**config.mk**
```make
export PLATFORM = sky130hd
export DESIGN_NAME = phy_tp_seq
export DESIGN_NICKNAME = d
export VERILOG_FILES = /design/src/rtl/phy_tp_pkg.sv /design/src/rtl/tp_write_engine.sv /design/src/rtl/tp_pll_script.sv /design/src/rtl/phy_tp_seq.sv
export SDC_FILE = /design/constraint.sdc
export NUM_CORES = 1
export LEC_CHECK = 0
export BUFFER_PORTS_ARGS = -buffer_cell sky130_fd_sc_hd__buf_2
export CELL_PAD_IN_SITES_DETAIL_PLACEMENT = 2
export CELL_PAD_IN_SITES_GLOBAL_PLACEMENT = 2
export CORE_MARGIN = 1
export CORE_UTILIZATION = 32
export CTS_CLUSTER_SIZE = 24
export DETAILED_ROUTE_END_ITERATION = 8
export HOLD_SLACK_MARGIN = 0.08
export PLACE_DENSITY = 0.85
export SYNTH_ARGS = -nofsm -noshare
export SYNTH_HDL_FRONTEND = slang
export SYNTH_SLANG_ARGS = --single-unit
```
**constraint.sdc**
```tcl
create_clock -name clk -period 2.56 [get_ports clk]
set_clock_uncertainty 0.2 [all_clocks]
set_input_delay 0.256 -clock clk [delete_from_list [all_inputs] [get_ports clk]]
set_output_delay 0.256 -clock clk [all_outputs]
set_load 0.01 [all_outputs]
```
**src/rtl/phy_tp_pkg.sv**
```systemverilog
// Package: shared types and the fixed PLL register script for the test-port sequencer.
// Assumes 8-bit PHY register addresses and values.
package phy_tp_pkg;

    localparam int unsigned STEPS = 5;

    // Phases of one test-port write; the order is the wire-level order.
    typedef enum logic [2:0] {
        PH_IDLE,
        PH_A_SET,
        PH_A_HI,
        PH_A_LO,
        PH_D_SET,
        PH_D_HI,
        PH_D_LO
    } phase_e;

    // Script step: the PHY register address written at step k.
    function automatic logic [7:0] step_addr(input logic [2:0] k);
        case (k)
            3'd0:    return 8'h44;
            3'd1:    return 8'h19;
            3'd2:    return 8'h17;
            default: return 8'h18;
        endcase
    endfunction

    // Script step: the value written at step k, from range code, N-1 and M-1.
    function automatic logic [7:0] step_data(input logic [2:0] k, input logic [6:0] rng,
                                             input logic [7:0] nm1, input logic [8:0] mm1);
        case (k)
            3'd0:    return {rng, 1'b0};
            3'd1:    return 8'h30;
            3'd2:    return nm1;
            3'd3:    return {3'b000, mm1[4:0]};
            default: return {4'h8, mm1[8:5]};
        endcase
    endfunction

endpackage

```
**src/rtl/tp_write_engine.sv**
```systemverilog
// Module: single-register write engine on the PHY test port.
// One req pulse starts a write of wr_addr/wr_data. Six phases of H cycles follow.
// ack is high in the last cycle of the write. Assumes req arrives only when idle.
module tp_write_engine
    import phy_tp_pkg::*;
#(
    parameter int unsigned HALF_W = 4
) (
    input  logic              clk,
    input  logic              rst_n,
    input  logic              req,
    input  logic [7:0]        wr_addr,
    input  logic [7:0]        wr_data,
    input  logic [HALF_W-1:0] half_len,
    output logic              ack,
    output logic              tp_clk,
    output logic              tp_sel,
    output logic [7:0]        tp_data
);

    phase_e            ph_q;
    logic [HALF_W-1:0] cnt_q;
    logic [HALF_W-1:0] len_q;
    logic [7:0]        addr_q;
    logic [7:0]        data_q;
    logic [HALF_W-1:0] len_m1;

    // Phase length minus one; a zero length is treated as one cycle.
    always_comb len_m1 = (half_len == '0) ? '0 : half_len - 1'b1;

    // Phase sequencing and operand capture.
    always_ff @(posedge clk) begin
        if (!rst_n) begin
            ph_q   <= PH_IDLE;
            cnt_q  <= '0;
            len_q  <= '0;
            addr_q <= '0;
            data_q <= '0;
        end else if (ph_q == PH_IDLE) begin
            if (req) begin
                ph_q   <= PH_A_SET;
                cnt_q  <= len_m1;
                len_q  <= len_m1;
                addr_q <= wr_addr;
                data_q <= wr_data;
            end
        end else if (cnt_q != '0) begin
            cnt_q <= cnt_q - 1'b1;
        end else begin
            cnt_q <= len_q;
            case (ph_q)
                PH_A_SET: ph_q <= PH_A_HI;
                PH_A_HI:  ph_q <= PH_A_LO;
                PH_A_LO:  ph_q <= PH_D_SET;
                PH_D_SET: ph_q <= PH_D_HI;
                PH_D_HI:  ph_q <= PH_D_LO;
                default:  ph_q <= PH_IDLE;
            endcase
        end
    end

    // Port pins decoded together from the phase so they change in the same cycle.
    always_comb begin
        tp_clk  = (ph_q == PH_A_HI) || (ph_q == PH_D_HI);
        tp_sel  = (ph_q == PH_A_SET) || (ph_q == PH_A_HI) || (ph_q == PH_A_LO);
        tp_data = tp_sel ? addr_q : ((ph_q == PH_IDLE) ? 8'h00 : data_q);
        ack     = (ph_q == PH_D_LO) && (cnt_q == '0);
    end

endmodule

```
**src/rtl/tp_pll_script.sv**
```systemverilog
// Module: fixed five-step PLL programming script.
// Latches M, N and range on an accepted start and issues one engine write per step.
// Pulses done after the last ack. Starts that arrive while busy are dropped.
module tp_pll_script
    import phy_tp_pkg::*;
#(
    parameter int unsigned M_W     = 10,
    parameter int unsigned N_W     = 8,
    parameter int unsigned RANGE_W = 7
) (
    input  logic               clk,
    input  logic               rst_n,
    input  logic               start,
    input  logic [M_W-1:0]     m_in,
    input  logic [N_W-1:0]     n_in,
    input  logic [RANGE_W-1:0] range_in,
    input  logic               wr_ack,
    output logic               wr_req,
    output logic [7:0]         wr_addr,
    output logic [7:0]         wr_data,
    output logic               busy,
    output logic               done
);

    localparam logic [2:0] LAST = 3'(STEPS - 1);

    typedef enum logic [1:0] {SC_IDLE, SC_REQ, SC_WAIT, SC_DONE} sc_e;

    sc_e                sc_q;
    logic [2:0]         step_q;
    logic [M_W-1:0]     m_q;
    logic [N_W-1:0]     n_q;
    logic [RANGE_W-1:0] r_q;
    logic [15:0]        mm1;
    logic [15:0]        nm1;

    // Operand arithmetic, wrapped to the field widths the PHY uses.
    always_comb begin
        mm1 = 16'(m_q) - 16'd1;
        nm1 = 16'(n_q) - 16'd1;
    end

    // Script state, step index and operand latch.
    always_ff @(posedge clk) begin
        if (!rst_n) begin
            sc_q   <= SC_IDLE;
            step_q <= '0;
            m_q    <= '0;
            n_q    <= '0;
            r_q    <= '0;
        end else begin
            case (sc_q)
                SC_IDLE: if (start) begin
                    sc_q   <= SC_REQ;
                    step_q <= '0;
                    m_q    <= m_in;
                    n_q    <= n_in;
                    r_q    <= range_in;
                end
                SC_REQ:  sc_q <= SC_WAIT;
                SC_WAIT: if (wr_ack) begin
                    if (step_q == LAST) begin
                        sc_q <= SC_DONE;
                    end else begin
                        sc_q   <= SC_REQ;
                        step_q <= step_q + 3'd1;
                    end
                end
                default: sc_q <= SC_IDLE;
            endcase
        end
    end

    // Request and operand outputs for the current step.
    always_comb begin
        wr_req  = (sc_q == SC_REQ);
        wr_addr = step_addr(step_q);
        wr_data = step_data(step_q, 7'(r_q), nm1[7:0], mm1[8:0]);
        busy    = (sc_q != SC_IDLE);
        done    = (sc_q == SC_DONE);
    end

endmodule

```
**src/rtl/phy_tp_seq.sv**
```systemverilog
// Module: top of the PHY test-port register write sequencer.
// The script drives the write engine. The clear line is registered: active in reset, inactive after.
module phy_tp_seq
    import phy_tp_pkg::*;
#(
    parameter int unsigned M_W     = 10,
    parameter int unsigned N_W     = 8,
    parameter int unsigned RANGE_W = 7,
    parameter int unsigned HALF_W  = 4
) (
    input  logic               clk,
    input  logic               rst_n,
    input  logic               start,
    input  logic [M_W-1:0]     m_in,
    input  logic [N_W-1:0]     n_in,
    input  logic [RANGE_W-1:0] range_in,
    input  logic [HALF_W-1:0]  half_len,
    output logic               busy,
    output logic               done,
    output logic               tp_clk,
    output logic               tp_clr,
    output logic               tp_sel,
    output logic [7:0]         tp_data
);

    logic       wr_req;
    logic       wr_ack;
    logic [7:0] wr_addr;
    logic [7:0] wr_data;

    // Clear line: held active during reset, released for every access afterwards.
    always_ff @(posedge clk) begin
        if (!rst_n) tp_clr <= 1'b1;
        else        tp_clr <= 1'b0;
    end

    tp_pll_script #(.M_W(M_W), .N_W(N_W), .RANGE_W(RANGE_W)) u_script (
        .clk(clk), .rst_n(rst_n), .start(start), .m_in(m_in), .n_in(n_in),
        .range_in(range_in), .wr_ack(wr_ack), .wr_req(wr_req), .wr_addr(wr_addr),
        .wr_data(wr_data), .busy(busy), .done(done)
    );

    tp_write_engine #(.HALF_W(HALF_W)) u_engine (
        .clk(clk), .rst_n(rst_n), .req(wr_req), .wr_addr(wr_addr), .wr_data(wr_data),
        .half_len(half_len), .ack(wr_ack), .tp_clk(tp_clk), .tp_sel(tp_sel),
        .tp_data(tp_data)
    );

endmodule

```
==> results of run 1 <==
repair_timing:
action | 4_1_cts | 5_1_grt
hold endpoints to repair | 25 | 0
endpoints found under the setup margin | 0 | 2
gates resized for setup | 0 | 2
hold buffers | 25 | 0
worst paths after layout:
check	start	to	slack [ns]	cells after the start
worst max-delay path	u_engine.cnt_q[0]$_SDFFE_PN0P_	u_script.step_q[1]$_SDFFE_PN0P_	0.24	6
worst min-delay path	half_len[3]	u_engine.len_q[3]$_SDFFE_PN0P_	0.15	4
worst max register to register	u_engine.cnt_q[0]$_SDFFE_PN0P_	u_script.step_q[1]$_SDFFE_PN0P_	0.24	6
worst min register to register	u_engine.addr_q[2]$_SDFFE_PN0P_	u_engine.addr_q[2]$_SDFFE_PN0P_	0.26	2
cells in the final DEF (no fill, tap or decap), types with 6 or more instances in the layout:
cell type / netlist / layout
nand2_1: 72 / 72
dfxtp_1: 55 / 55
buf_2: 4 / 43
a21oi_1: 43 / 42
dlygate4sd3_1: 0 / 25
nor2_1: 21 / 21
o21ai_0: 18 / 18
inv_1: 13 / 13
buf_4: 0 / 11
nor3_1: 8 / 8
ha_1: 8 / 8
a22o_1: 7 / 7
and2_1: 6 / 6
nand2b_1: 6 / 6
or3_1: 6 / 6
worst max-delay path: cells and delay by family (launching register included):
| family | cells | cell delay (ns) |
|---|---|---|
| compound gates | 3 | 0.84 |
| buf+inv | 1 | 0.07 |
| flops | 1 | 0.36 |
| simple gates | 1 | 0.52 |
| fa+ha+maj | 1 | 0.23 |
Yosys cell counts, types with 2 or more instances:
cell type  number  area [sq um]
o21a_1          5          37.5
buf_2           4          20.0
and3_1          2          12.5
o311a_1         2          20.0
a22oi_1         3          22.5
inv_1          13          48.8
or4_1           2          15.0
or3_1           6          37.5
a211oi_1        3          22.5
a311oi_1        2          17.5
o31ai_1         4          30.0
xor2_1          4          35.0
nand3_1         3          15.0
nor2b_1         5          31.3
a21oi_1        43           215
nand2_1        72           270
and2_1          6          37.5
o21ai_0        18          90.1
dfxtp_1        55          1100
mux2i_1         2          20.0
nor4_1          4          25.0
a31oi_1         5          31.3
nand2b_1        6          37.5
clkbuf_1       16          60.1
nor3b_1         4          30.0
a22o_1          7          61.3
o211ai_1        3          22.5
nor3_1          8          40.0
ha_1            8           100
a32o_1          2          20.0
nor2_1         21          78.8
a221oi_1        2          17.5
routing by layer:
| layer | up-vias | global-route usage | routed length (microns) |
|---|---|---|---|
| li1 | 1388 | - | - |
| met5 | - | 0 | 0 |
| met2 | 75 | 0.404 | 4890 |
| met3 | 21 | 0.0447 | 373 |
| met1 | 1389 | 0.269 | 4260 |
| met4 | 0 | 0.0909 | 222 |
through the flow:
stage               utilization  hold slack [ns]  power [mW]  cell area, sq um
floorplan                     -            0.192        1.49              2780
global placement          0.376            0.244        1.66              3120
detailed placement        0.376            0.252        1.71              3120
CTS                       0.416            0.141        2.23              3450
global route              0.417            0.164        2.37              3460
finish                    0.417            0.146        2.23              3460
logic make-up after synthesis:
family                     count (synthesis)  share of synthesized area
AOI/OAI and AO/OA                        107                      0.245
xor gates and xnor gates                   5                     0.0158
adders and majority gates                  8                     0.0361
buffers and inverters                     35                     0.0496
DFF                                       55                      0.397
muxes                                      2                    0.00721
and+or+nand+nor                          146                      0.250
final cells by class:
type | count | area (sq um) | share of cell area
clock buffers | 5 | 68.8 | 0.0199
clock inverters | 2 | 13.8 | 0.00398
multi-input cells | 268 | 1550 | 0.447
repair buffers | 79 | 548 | 0.158
inverters | 14 | 52.6 | 0.0152
well taps | 105 | 131 | 0.0379
flip-flops and latches | 55 | 1100 | 0.318
registers in the layout, summed over array words and instances, names as in the netlist:
signal / flops
u_script.n_q: 8
u_engine.ph_q: 3
u_script.r_q: 7
u_script.sc_q: 2
u_engine.addr_q: 6
u_engine.data_q: 8
u_engine.len_q: 4
tp_clr: 1
u_script.step_q: 3
u_engine.cnt_q: 4
u_script.m_q: 9
where the power goes:
part           internal [mW]  switching (mW)  total (mW)
sequential             0.948           0.104        1.05
combinational          0.282           0.408       0.690
clock                  0.188           0.303       0.491
total                   1.42           0.815        2.23
==> flow_summary.toml, run 1 <==
[floorplan]
start_util = 0.335
die-area_sq_mm = 0.00905
die_h_microns = 95.1
fp.dieW_microns = 95.1
core_sq_mm = 0.00830
io_pins = 45
rows = 33

[sta]
slew_headroom = 0.415
worst_pin_slew_ns = 0.875
clock.fmax_mhz = 431
drv_slew = 0
fin_tns_setup_ns = 0
fin_ws_ns = 0.241
finalCriticalPeriod_ns = 2.32
hold_violations = 0
finalCritPeriodShare = 0.906
rsz0062_at_grt = "false"
setup_violations = 0

[place]
port_buffers = 43
place_inst = 496
gp_congestion = 0.755
post-place-ws_ns = 0.272
hpwl_microns = 6370

[global_route]
track_usage = 0.229
antenna_found_initial = 0
grt_pass1_vias = 3077
grt_pass1_wl_microns = 15600
grt_start_max_net_pins = 25
grt-ovfl-total = 0

[synth]
yosysWarningCount = 0
synth_cells = 358
ys_seq_area_frac = 0.397
syn_area_per_cell_sq_um = 7.76
synth_area_sq_mm = 0.00278
synthDistinctLibCells = 50
syn_nets = 398
synthFlopType = "dfxtp_1"
synth-edff-count = 0
synthArstFlopShare = 0
ys_ff_latch = 55

[worst_setup_path]
required_ns = 2.58
crit_arrival_ns = 2.34
start_kind = "flip-flop"
end_kind = "flip-flop"
slowest_delay_ns = 0.52
critPathSlowestCell = "or3b_1"
cp_max_fo = 7
worstPathCellList = "inv_1 > ha_1 > or3b_1 > a211oi_2 > o21ai_0 > a32o_1"
path_class = "reg2reg"

[detailed_routing]
dr_total_vias = 2873
wl_per_cell_microns = 18.5
drc_errors = 0
postRouteWirelength_microns = 9750
drtAntennaViolNets = 0
avgViaCountPerCell = 5.44
firstDrtPassIters = 4
drt-initial-drc-count = 84

[clock_network]
cts_buffer_depth = 2
cts_sinks = 55
cts_max_level = 2
cts_tree = "built"
cts_made_buffers = 5
root_buffer = "clkbuf_8"
clk_pin_slew_ns = 0.11
clkLatencyLatePin_ns = 0.33
cts_setup_buffers = 0

[job]
maxCapViolations = 0

[pwr]
cellPowerDensity_mw_per_mm2 = 645
peakVddDrop_mv = 0.226
cellLeakagePower_nw = 1.44

[hold_path]
hp-class = "in2reg"

[layout]
final_layout_size_suffix_gt1_frac = 0.161
area_growth_pct = 24.7
stdcell_count = 528
fill_cells = 983
layout.nets = 463
diodes = 0

[status]
status = "finished clean"
(Power assumes the default switching activity.)
==> run 2: changes to the inputs <==
Settings changed: CORE_UTILIZATION 32 to 34, CTS_BUF_LIST set to sky130_fd_sc_hd__clkbuf_4, PLACE_DENSITY 0.85 to 0.89.
==> run 2 against run 1 <==
Global-route usage up 2.4 points. Critical path depth unchanged. Critical path type unchanged. Final cell count down 0.38%. Wire length up 4.8%. Register-to-register slack worse by 0.02 ns. Hold slack worse by 0.015 ns. Largest power group unchanged. Critical endpoint unchanged. Clock power down 20%. Sequential power about the same.
==> flow_summary.toml, run 2 (same netlist as run 1, synthesis figures left out) <==
[detailed_routing]
firstDrtPassIters = 4
drc_errors = 0
drtAntennaViolNets = 0
wl_per_cell_microns = 19.4
avgViaCountPerCell = 5.50
drt-initial-drc-count = 105
dr_total_vias = 2895
postRouteWirelength_microns = 10200

[global_route]
grt_start_max_net_pins = 26
grt-ovfl-total = 0
antenna_found_initial = 0
grt_pass1_vias = 3172
track_usage = 0.252
grt_pass1_wl_microns = 16600

[layout]
area_growth_pct = 23.7
layout_commonest_cell = "nand2_1"
largest-register = "u_script.m_q"
final_area_sq_mm = 0.00343
largest_reg_flops = 9
diodes = 0
post-route-util = 0.440
layout.nets = 463
reg_top3 = "u_script.m_q (9), u_engine.data_q (8), u_script.n_q (8)"
final_layout_size_suffix_gt1_frac = 0.153
layout_common_cells = "72 x nand2_1, 55 x dfxtp_1, 43 x buf_2"
stdcell_count = 526

[sta]
setup_violations = 0
finalCritPeriodShare = 0.913
worst_pin_slew_ns = 0.840
slew_headroom = 0.439
rsz0062_at_grt = "false"
fin_tns_setup_ns = 0
hold_violations = 0
drv_slew = 0
clock.fmax_mhz = 428
finalCriticalPeriod_ns = 2.34
hold_slack_ns = 0.131

[worst_setup_path]
r2r_setup_slack_ns = 0.22
rr_endpoint = "u_script.step_q[1]$_SDFFE_PN0P_"
required_ns = 2.64
crit_family = "compound AO/OA/AOI/OAI gates"
critPathSlowestCell = "or3b_1"
r2r_cells = 6
end_kind = "flip-flop"
r2r-start = "u_engine.cnt_q[0]$_SDFFE_PN0P_"
path_class = "reg2reg"
start_kind = "flip-flop"
crit_arrival_ns = 2.41
cp_max_fo = 7
timing.critical_path.buf_inv = 1
worstPathCellList = "inv_1 > ha_1 > or3b_1 > a211oi_2 > o21ai_0 > a32o_1"
slowest_delay_ns = 0.50

[hold_path]
hold-path-endpoint = "u_engine.len_q[1]$_SDFFE_PN0P_"
worst_hold_path.num_cells = 4
min_from = "half_len[1]"
hp-class = "in2reg"

[clock_network]
cts_max_level = 2
clk_pin_slew_ns = 0.15
cts_sinks = 55
clkLatencyLatePin_ns = 0.38
root_buffer = "clkbuf_4"
cts_made_buffers = 5
cts_buffer_depth = 2
cts_tree = "built"

[floorplan]
core_sq_mm = 0.00781
die_h_microns = 92.4
fp.dieW_microns = 92.4
start_util = 0.356
io_pins = 45
die-area_sq_mm = 0.00853
rows = 32

[place]
gp_congestion = 0.810
port_buffers = 43
place_inst = 491
hpwl_microns = 6400
dpl-instance-area_sq_mm = 0.00310

[pwr]
cellLeakagePower_nw = 1.43
peakVddDrop_mv = 0.190
cellPowerDensity_mw_per_mm2 = 624

[job]
maxCapViolations = 0

[status]
status = "finished clean"
[run 2: metal layers]
layer	up-vias	wire length [microns]	track usage
li1	1382	-	-
met1	1416	4300	0.307
met2	77	5250	0.456
met3	20	427	0.0328
met4	0	235	0.0820
met5	-	0	0
[run 2: where the power goes]
group,switching [mW],internal [mW]
sequential,0.115,0.949
combinational,0.405,0.279
clock,0.280,0.113
total,0.801,1.34
[run 2: layout make-up]
type,instances,area (sq um)
clock buffers,6,45.0
clock inverters,2,7.51
fillers,902,4370
inverters,14,52.6
multi-input cells,268,1550
flip-flops and latches,55,1100
well taps,102,128
repair buffers,79,553
[run 2: worst register-to-register path: stages, from the launching register on]
cell	delay, ns
dfxtp_1	0.39
inv_1	0.08
ha_1	0.23
or3b_1	0.50
a211oi_2	0.33
o21ai_0	0.18
a32o_1	0.33
[run 2: how the worst max path moves through the flow]
stage / start / end / cells after the start
finish: u_engine.cnt_q[0]$_SDFFE_PN0P_ / u_script.step_q[1]$_SDFFE_PN0P_ / 6
CTS: u_engine.cnt_q[0]$_SDFFE_PN0P_ / u_script.step_q[1]$_SDFFE_PN0P_ / 6
global placement: u_script.step_q[0]$_SDFFE_PN0P_ / u_engine.data_q[3]$_SDFFE_PN0P_ / 6
global route: u_engine.cnt_q[0]$_SDFFE_PN0P_ / u_script.step_q[1]$_SDFFE_PN0P_ / 6
detailed placement: u_engine.cnt_q[0]$_SDFFE_PN0P_ / u_script.step_q[1]$_SDFFE_PN0P_ / 6
floorplan: u_engine.cnt_q[0]$_SDFFE_PN0P_ / u_script.step_q[1]$_SDFFE_PN0P_ / 7
[run 2: repair_timing]
item | in CTS | in global routing
endpoints found under the hold margin | 32 | 0
hold buffers | 27 | 0
buffers inserted | 0 | 0
endpoints found under the setup margin | 0 | 5
gates resized for setup | 0 | 2
[run 2: per-stage QoR]
stage               power [mW]  setup slack, ns
CTS                       2.13            0.167
floorplan                 1.49            0.514
global route              2.27           0.0780
finish                    2.14            0.222
global placement          1.65            0.349
detailed placement        1.70            0.190
